--- src/rtl/afc_pkg.sv ---
package afc_pkg;
  typedef enum logic [2:0] {
    ST_IDLE       = 3'd0,
    ST_CLEAR      = 3'd1,
    ST_REQUEST    = 3'd2,
    ST_WAIT_VALID = 3'd3,
    ST_APPLY      = 3'd4,
    ST_DONE       = 3'd5
  } afc_state_e;
endpackage

--- src/rtl/afc_trigger.sv ---
module afc_trigger (
  input  logic clk,
  input  logic rst_n,
  input  logic auto_en,
  input  logic auto_clr,
  input  logic sw_start,
  input  logic rx_en,
  input  logic idle_ok,
  output logic launch,
  output logic launch_clear
);
  logic rx_q;
  logic rx_rise;

  always_ff @(posedge clk or negedge rst_n) begin
    if (!rst_n) rx_q <= 1'b0;
    else        rx_q <= rx_en;
  end

  always_comb begin
    rx_rise      = rx_en & ~rx_q;
    launch       = idle_ok & (auto_en ? rx_rise : sw_start);
    launch_clear = launch & auto_en & auto_clr;
  end
endmodule

--- src/rtl/afc_fsm.sv ---
module afc_fsm
  import afc_pkg::*;
(
  input  logic clk,
  input  logic rst_n,
  input  logic launch,
  input  logic launch_clear,
  input  logic est_valid,
  output logic idle_ok,
  output logic busy,
  output logic est_req,
  output logic capture,
  output logic do_clear,
  output logic do_apply,
  output logic done,
  output logic done_pulse
);
  afc_state_e state_q, state_d;
  logic       pulse_q, pulse_d;

  always_comb begin
    state_d = state_q;
    unique case (state_q)
      ST_IDLE, ST_DONE: if (launch) state_d = launch_clear ? ST_CLEAR : ST_REQUEST;
      ST_CLEAR:         state_d = ST_REQUEST;
      ST_REQUEST:       state_d = ST_WAIT_VALID;
      ST_WAIT_VALID:    if (est_valid) state_d = ST_APPLY;
      ST_APPLY:         state_d = ST_DONE;
      default:          state_d = ST_IDLE;
    endcase
    pulse_d = (state_d == ST_DONE) && (state_q != ST_DONE);
  end

  always_ff @(posedge clk or negedge rst_n) begin
    if (!rst_n) begin
      state_q <= ST_IDLE;
      pulse_q <= 1'b0;
    end else begin
      state_q <= state_d;
      pulse_q <= pulse_d;
    end
  end

  always_comb begin
    idle_ok    = (state_q == ST_IDLE) || (state_q == ST_DONE);
    busy       = !idle_ok;
    est_req    = (state_q == ST_REQUEST);
    capture    = (state_q == ST_WAIT_VALID) && est_valid;
    do_clear   = (state_q == ST_CLEAR);
    do_apply   = (state_q == ST_APPLY);
    done       = (state_q == ST_DONE);
    done_pulse = pulse_q;
  end

  a_r6_req_single: assert property (@(posedge clk) disable iff (!rst_n)
    est_req |=> !est_req);
  a_r9_pulse_single: assert property (@(posedge clk) disable iff (!rst_n)
    done_pulse |=> !done_pulse);
  a_r9_pulse_with_done: assert property (@(posedge clk) disable iff (!rst_n)
    done_pulse |-> done);
  a_r10_wait_holds: assert property (@(posedge clk) disable iff (!rst_n)
    (state_q == ST_WAIT_VALID && !est_valid) |=> (state_q == ST_WAIT_VALID));
endmodule

--- src/rtl/afc_datapath.sv ---
module afc_datapath #(
  parameter int FREQ_W    = 24,
  parameter int EST_W     = 16,
  parameter int OFS_W     = 8,
  parameter int OFS_SHIFT = 3
) (
  input  logic              clk,
  input  logic              rst_n,
  input  logic [FREQ_W-1:0] base_freq,
  input  logic [EST_W-1:0]  est_value,
  input  logic              capture,
  input  logic              do_clear,
  input  logic              do_apply,
  input  logic              track,
  input  logic              lb_en,
  input  logic [OFS_W-1:0]  lb_ofs,
  input  logic [OFS_W-1:0]  dcc_cut,
  output logic [FREQ_W-1:0] freq_out,
  output logic              cfg_warn
);
  logic [EST_W-1:0]  est_q;
  logic [FREQ_W-1:0] est_ext;
  logic [FREQ_W-1:0] acc_q, acc_d, acc_sum;
  logic [FREQ_W-1:0] ofs_term;
  logic [FREQ_W-1:0] freq_q, freq_d;
  logic              warn_q, warn_d;
  logic              acc_en, freq_en;

  generate
    if (EST_W < FREQ_W) begin : g_sext
      assign est_ext = {{(FREQ_W-EST_W){est_q[EST_W-1]}}, est_q};
    end else begin : g_trunc
      assign est_ext = est_q[FREQ_W-1:0];
    end
  endgenerate

  generate
    if (OFS_W + OFS_SHIFT <= FREQ_W) begin : g_ofs_fit
      assign ofs_term = lb_en ? (FREQ_W'(lb_ofs) << OFS_SHIFT) : '0;
    end else begin : g_ofs_wrap
      logic [OFS_W+OFS_SHIFT-1:0] ofs_wide;
      assign ofs_wide = {lb_ofs, {OFS_SHIFT{1'b0}}};
      assign ofs_term = lb_en ? ofs_wide[FREQ_W-1:0] : '0;
    end
  endgenerate

  always_comb begin
    acc_sum = acc_q + est_ext;
    acc_en  = do_clear | do_apply;
    acc_d   = do_clear ? '0 : acc_sum;
    freq_en = track | do_apply;
    freq_d  = base_freq - (do_apply ? acc_sum : acc_q) + ofs_term;
    warn_d  = lb_en && (lb_ofs <= dcc_cut);
  end

  always_ff @(posedge clk or negedge rst_n) begin
    if (!rst_n) begin
      est_q  <= '0;
      acc_q  <= '0;
      freq_q <= '0;
      warn_q <= 1'b0;
    end else begin
      if (capture) est_q  <= est_value;
      if (acc_en)  acc_q  <= acc_d;
      if (freq_en) freq_q <= freq_d;
      warn_q <= warn_d;
    end
  end

  assign freq_out = freq_q;
  assign cfg_warn = warn_q;

  a_r4_hold_in_pass: assert property (@(posedge clk) disable iff (!rst_n)
    (!track && !do_apply) |=> $stable(freq_out));
  a_r3_clear_zero: assert property (@(posedge clk) disable iff (!rst_n)
    do_clear |=> (acc_q == '0));
endmodule

--- src/rtl/afc_ctrl.sv ---
module afc_ctrl #(
  parameter int FREQ_W    = 24,
  parameter int EST_W     = 16,
  parameter int OFS_W     = 8,
  parameter int BW_W      = 5,
  parameter int OFS_SHIFT = 3
) (
  input  logic              clk,
  input  logic              rst_n,
  input  logic              auto_en,
  input  logic              auto_clr,
  input  logic              sw_start,
  input  logic              rx_en,
  input  logic [FREQ_W-1:0] base_freq,
  input  logic [BW_W-1:0]   rx_bw_code,
  input  logic [BW_W-1:0]   afc_bw_code,
  input  logic              lb_en,
  input  logic [OFS_W-1:0]  lb_ofs,
  input  logic [OFS_W-1:0]  dcc_cut,
  output logic              est_req,
  input  logic              est_valid,
  input  logic [EST_W-1:0]  est_value,
  output logic [FREQ_W-1:0] freq_out,
  output logic [BW_W-1:0]   bw_sel,
  output logic              done,
  output logic              done_pulse,
  output logic              cfg_warn
);
  logic idle_ok, busy, launch, launch_clear;
  logic capture, do_clear, do_apply;

  afc_trigger u_trig (
    .clk          (clk),
    .rst_n        (rst_n),
    .auto_en      (auto_en),
    .auto_clr     (auto_clr),
    .sw_start     (sw_start),
    .rx_en        (rx_en),
    .idle_ok      (idle_ok),
    .launch       (launch),
    .launch_clear (launch_clear)
  );

  afc_fsm u_fsm (
    .clk          (clk),
    .rst_n        (rst_n),
    .launch       (launch),
    .launch_clear (launch_clear),
    .est_valid    (est_valid),
    .idle_ok      (idle_ok),
    .busy         (busy),
    .est_req      (est_req),
    .capture      (capture),
    .do_clear     (do_clear),
    .do_apply     (do_apply),
    .done         (done),
    .done_pulse   (done_pulse)
  );

  afc_datapath #(
    .FREQ_W    (FREQ_W),
    .EST_W     (EST_W),
    .OFS_W     (OFS_W),
    .OFS_SHIFT (OFS_SHIFT)
  ) u_dp (
    .clk       (clk),
    .rst_n     (rst_n),
    .base_freq (base_freq),
    .est_value (est_value),
    .capture   (capture),
    .do_clear  (do_clear),
    .do_apply  (do_apply),
    .track     (idle_ok),
    .lb_en     (lb_en),
    .lb_ofs    (lb_ofs),
    .dcc_cut   (dcc_cut),
    .freq_out  (freq_out),
    .cfg_warn  (cfg_warn)
  );

  assign bw_sel = busy ? afc_bw_code : rx_bw_code;

  a_r1_launch_busy: assert property (@(posedge clk) disable iff (!rst_n)
    launch |=> (bw_sel == afc_bw_code));
  a_r9_done_idle: assert property (@(posedge clk) disable iff (!rst_n)
    done_pulse |-> !est_req);
endmodule

--- config.mk ---
export PLATFORM = sky130hd
export DESIGN_NAME = afc_ctrl
export DESIGN_NICKNAME = d
export VERILOG_FILES = /design/src/rtl/afc_pkg.sv /design/src/rtl/afc_trigger.sv /design/src/rtl/afc_fsm.sv /design/src/rtl/afc_datapath.sv /design/src/rtl/afc_ctrl.sv
export SDC_FILE = /design/constraint.sdc
export NUM_CORES = 1
export LEC_CHECK = 0
export BUFFER_PORTS_ARGS = -buffer_cell sky130_fd_sc_hd__buf_2
export CAP_MARGIN = 20
export CORE_MARGIN = 2
export CORE_UTILIZATION = 45
export DETAILED_ROUTE_END_ITERATION = 10
export HOLD_SLACK_MARGIN = 0.03
export PLACE_DENSITY = 0.67
export SLEW_MARGIN = 20
export SYNTH_ARGS = -nofsm -noshare
export SYNTH_HDL_FRONTEND = slang
export SYNTH_SLANG_ARGS = --single-unit
--- constraint.sdc ---
create_clock -name clk -period 9.5 [get_ports clk]
set_input_delay 0.95 -clock clk [delete_from_list [all_inputs] [get_ports clk]]
set_output_delay 0.95 -clock clk [all_outputs]
set_load 0.01 [all_outputs]
==> flow_summary.rst <==
.. list-table::
   :header-rows: 1

   * - Metric
     - Value
   * - Die X-Extent
     - 116 µm
   * - Post-DP HPWL
     - 10,800 µm
   * - Post-synthesis cell type with the largest combined area
     - sky130_fd_sc_hd__dfrtp_1
   * - Register-to-register path setup slack
     - 3.93 ns
   * - Post-layout min period
     - 5.57 ns
   * - Upper clock frequency limit
     - 180 MHz
   * - Share of the yosys chip area belonging to registers
     - 0.308
   * - Post-synthesis async set-or-reset flop share
     - 1.00
   * - Share of layout cells above drive strength 1
     - 0.216
   * - Global-route wire length before repair
     - 22,800 µm
   * - Accumulated negative setup slack
     - 0 ns
   * - Worst supply voltage drop on vdd
     - 148 µV
   * - Tightest slew margin relative to the limit
     - 0.364
   * - Post-synthesis average cell area
     - 9.26 µm²
   * - Crit Path Max Fanout
     - 6
   * - Maximum number of pins on one net before global-route repair
     - 71
   * - Top-level I/O count
     - 107
   * - Fill cell instance count of the final layout
     - 1,179
   * - Signal arrival time at the worst endpoint
     - 5.79 ns
   * - Final Hold Violating Endpoints
     - 0
   * - Gp weighted congestion
     - 0.923
   * - Number of maximum-capacitance violations
     - 0
   * - Global routing usage summed across all routing layers
     - 0.217
   * - Final setup violation count
     - 0
   * - Number of synthesized flops with an enable pin
     - 0
   * - Fraction of post-synthesis cell area in the top cell type by area
     - 0.308
   * - Syn Inst Count
     - 614
   * - Buffers on Ports
     - 106
   * - Area added between synthesis and finish
     - 17.9%
   * - Vias in the first global route
     - 4,744
   * - Clock latency at the later pin of the worst-skew pair
     - 0.35 ns
   * - Power Density
     - 352 mW/mm²
   * - Number of buffers added by the clock tree synthesis step
     - 9
   * - Wire length after detailed routing
     - 13,700 µm
   * - Buffers inserted by post-CTS timing repair
     - 0
   * - Area of the core
     - 0.0125 mm²
   * - Initial Util
     - 0.456
   * - Combinational family with the most area after synthesis
     - compound AO/OA/AOI/OAI gates
   * - Critical path start-end classification
     - flop to flop
   * - Post-layout net count
     - 870
   * - Antenna cell count
     - 0
   * - Post-synthesis net count
     - 766
   * - Total DRC errors in the routed layout
     - 0
   * - Worst setup skew after layout
     - 0.00815 ns
   * - Compound-gate portion of the synthesized area
     - 0.220
   * - Transition time at the pin with the least slew margin
     - 0.953 ns
   * - Number of buffers between clock root and the deepest sink
     - 2
   * - Unrepaired setup endpoints after global routing
     - false
   * - Most numerous cell in the Yosys netlist
     - sky130_fd_sc_hd__dfrtp_1
   * - Leak pwr
     - 3.36 nW
   * - Post-synthesis adder-cell area fraction
     - 0.185
   * - Flip-flop and latch count after synthesis
     - 70
   * - Post-Layout Cell Count
     - 895
   * - XOR/XNOR share of the synthesized area
     - 0.0508
   * - Number of nets with antenna violations after routing
     - 0
   * - Cell at the root of the clock tree
     - sky130_fd_sc_hd__clkbuf_16
   * - # H-tree levels
     - 3
   * - Main synth FF type
     - sky130_fd_sc_hd__dfrtp_1
   * - Synthesized-area fraction occupied by and/or/nand/nor cells
     - 0.138
   * - Vias per cell
     - 5.49
   * - Std cell rows
     - 41
   * - Global-route congestion overflow total
     - 0
   * - Multiplexer share of the synthesized area
     - 0.0680
   * - Worst min path class
     - flop to flop
   * - TritonCTS clock tree
     - built
   * - CTS resizes
     - 0
   * - Top cell types by occurrence after synthesis
     - 70 x sky130_fd_sc_hd__dfrtp_1, 68 x sky130_fd_sc_hd__ha_1, 57 x sky130_fd_sc_hd__a21oi_1, 53 x sky130_fd_sc_hd__nand2_1, 37 x sky130_fd_sc_hd__nor2_1
   * - Post-synthesis instance area
     - 0.00569 mm²
   * - Number of distinct library cells after synthesis
     - 54
   * - Pins over their slew limit
     - 0
   * - Fin crit share
     - 0.586
   * - Vias
     - 4,910
   * - Clock-pin slew on the worst setup and hold paths
     - 0.06 ns
   * - Area of the die
     - 0.0135 mm²
   * - Sort of element at the end of the critical path
     - flop
   * - Die height
     - 116 µm
   * - Critical path data required time
     - 9.73 ns
   * - Antenna violations before repair
     - 0
   * - Startpoint kind of the worst setup timing path
     - flop
   * - Clock net sink count
     - 70
   * - First-pass iteration count of the detailed router
     - 5
   * - Iter 0 DRT Violations
     - 275
   * - Number of hold buffers added after CTS
     - 0
   * - Placed cell count
     - 879
   * - Detail-routed net length per standard cell
     - 15.4 µm
   * - Run status
     - finished clean
   * - Synthesis Warnings
     - 0
   * - Top area cells in the synthesized netlist
     - sky130_fd_sc_hd__dfrtp_1 31%, sky130_fd_sc_hd__ha_1 15%, sky130_fd_sc_hd__a21oi_1 5.0%
==> power breakdown <==
group | internal [W] | switching (W)
Combinational | 0.000638 | 0.000839
Clock | 0.000218 | 0.000141
Sequential | 0.000429 | 0.0000973
Total | 0.00128 | 0.00108
==> layer usage <==
| layer | vias to the layer above | track usage | routed length (µm) |
|---|---|---|---|
| met5 | - | 0 | 0 |
| met4 | 0 | 0.0960 | 340 |
| met3 | 27 | 0.0389 | 627 |
| met2 | 120 | 0.341 | 6250 |
| met1 | 2305 | 0.294 | 6530 |
| li1 | 2458 | - | - |
==> final cells by class <==
| cell class | instances | area (µm²) | area share |
|---|---|---|---|
| clock buffers | 11 | 253 | 0.0377 |
| clock inverters | 5 | 56.3 | 0.00840 |
| inverters | 26 | 97.6 | 0.0146 |
| multi-input cells | 500 | 3760 | 0.561 |
| flip-flops and latches | 70 | 1750 | 0.261 |
| well taps | 172 | 215 | 0.0321 |
| repair buffers | 111 | 568 | 0.0847 |
==> kinds of logic after synthesis <==
family	Yosys count
AOI/OAI and AO/OA	191
xor gates and xnor gates	33
adders and majority gates	78
buffers and inverters	44
DFF	70
muxes	36
and+or+nand+nor	162
==> critical path, stage by stage (launching register included) <==
cell	delay (ns)
sky130_fd_sc_hd__dfrtp_1	0.38
sky130_fd_sc_hd__ha_1	0.24
sky130_fd_sc_hd__fa_1	0.46
sky130_fd_sc_hd__a21oi_1	0.20
sky130_fd_sc_hd__o21ai_0	0.13
sky130_fd_sc_hd__a21oi_1	0.24
sky130_fd_sc_hd__o21bai_1	0.09
sky130_fd_sc_hd__a21oi_1	0.39
sky130_fd_sc_hd__o21bai_1	0.16
sky130_fd_sc_hd__a21oi_1	0.21
sky130_fd_sc_hd__xnor2_1	0.16
sky130_fd_sc_hd__mux2i_1	0.13
sky130_fd_sc_hd__fa_1	0.47
sky130_fd_sc_hd__ha_1	0.41
sky130_fd_sc_hd__and4_1	0.28
sky130_fd_sc_hd__nand2_1	0.07
sky130_fd_sc_hd__a211oi_1	0.19
sky130_fd_sc_hd__a21oi_1	0.12
sky130_fd_sc_hd__a311o_1	0.37
sky130_fd_sc_hd__and3_1	0.15
sky130_fd_sc_hd__a311oi_1	0.31
sky130_fd_sc_hd__xor2_1	0.19
sky130_fd_sc_hd__a21oi_1	0.08
==> stage by stage <==
step | total power [W] | hold slack, ns | setup WS [ns] | area, µm² | utilization
floorplan | 0.00163 | 0.471 | 4.49 | 5690 | -
global placement | 0.00195 | 0.444 | 4.10 | 6400 | 0.513
detailed placement | 0.00200 | 0.451 | 3.94 | 6400 | 0.513
CTS | 0.00237 | 0.465 | 3.93 | 6710 | 0.538
global route | 0.00259 | 0.498 | 3.58 | 6710 | 0.538
finish | 0.00236 | 0.458 | 3.93 | 6710 | 0.538
==> placed cells by master (no fill, tap or decap), types with 10 or more instances in the layout <==
cell                       synthesis  routed
sky130_fd_sc_hd__buf_2             4     106
sky130_fd_sc_hd__dfrtp_1          70      70
sky130_fd_sc_hd__ha_1             68      68
sky130_fd_sc_hd__a21oi_1          57      57
sky130_fd_sc_hd__nand2_1          53      53
sky130_fd_sc_hd__nor2_1           37      37
sky130_fd_sc_hd__o21ai_0          35      34
sky130_fd_sc_hd__inv_1            26      26
sky130_fd_sc_hd__a21o_1           24      24
sky130_fd_sc_hd__mux2_2           21      21
sky130_fd_sc_hd__xor2_1           18      18
sky130_fd_sc_hd__xnor2_1          15      15
sky130_fd_sc_hd__mux2i_1          15      15
sky130_fd_sc_hd__and2_1           13      13
sky130_fd_sc_hd__nor3_1           11      11
sky130_fd_sc_hd__nand2b_1         10      10
sky130_fd_sc_hd__o21bai_1         10      10
sky130_fd_sc_hd__a22o_1           10      10
sky130_fd_sc_hd__fa_1             10      10
==> registers in the layout, indices dropped and copies added, names as in the netlist <==
name,flops
u_fsm.state_q,3
u_trig.rx_q,1
u_dp.cfg_warn,1
u_dp.freq_out,24
u_fsm.done_pulse,1
u_dp.acc_q,24
u_dp.est_q,16
==> path summary, 6_finish.rpt <==
check,startpoint,endpoint,depth (start not counted)
worst max-delay path,u_dp.acc_q[0]$_DFFE_PN0P_,u_dp.freq_out[23]$_DFFE_PN0P_,22
worst min-delay path,u_dp.freq_out[2]$_DFFE_PN0P_,u_dp.freq_out[2]$_DFFE_PN0P_,2
worst max register to register,u_dp.acc_q[0]$_DFFE_PN0P_,u_dp.freq_out[23]$_DFFE_PN0P_,22
worst min register to register,u_dp.freq_out[2]$_DFFE_PN0P_,u_dp.freq_out[2]$_DFFE_PN0P_,2
max in group asynchronous,rst_n,u_dp.freq_out[23]$_DFFE_PN0P_,2
min in group asynchronous,rst_n,u_dp.est_q[14]$_DFFE_PN0P_,2
Note: power is estimated with default switching activity, not from simulation.
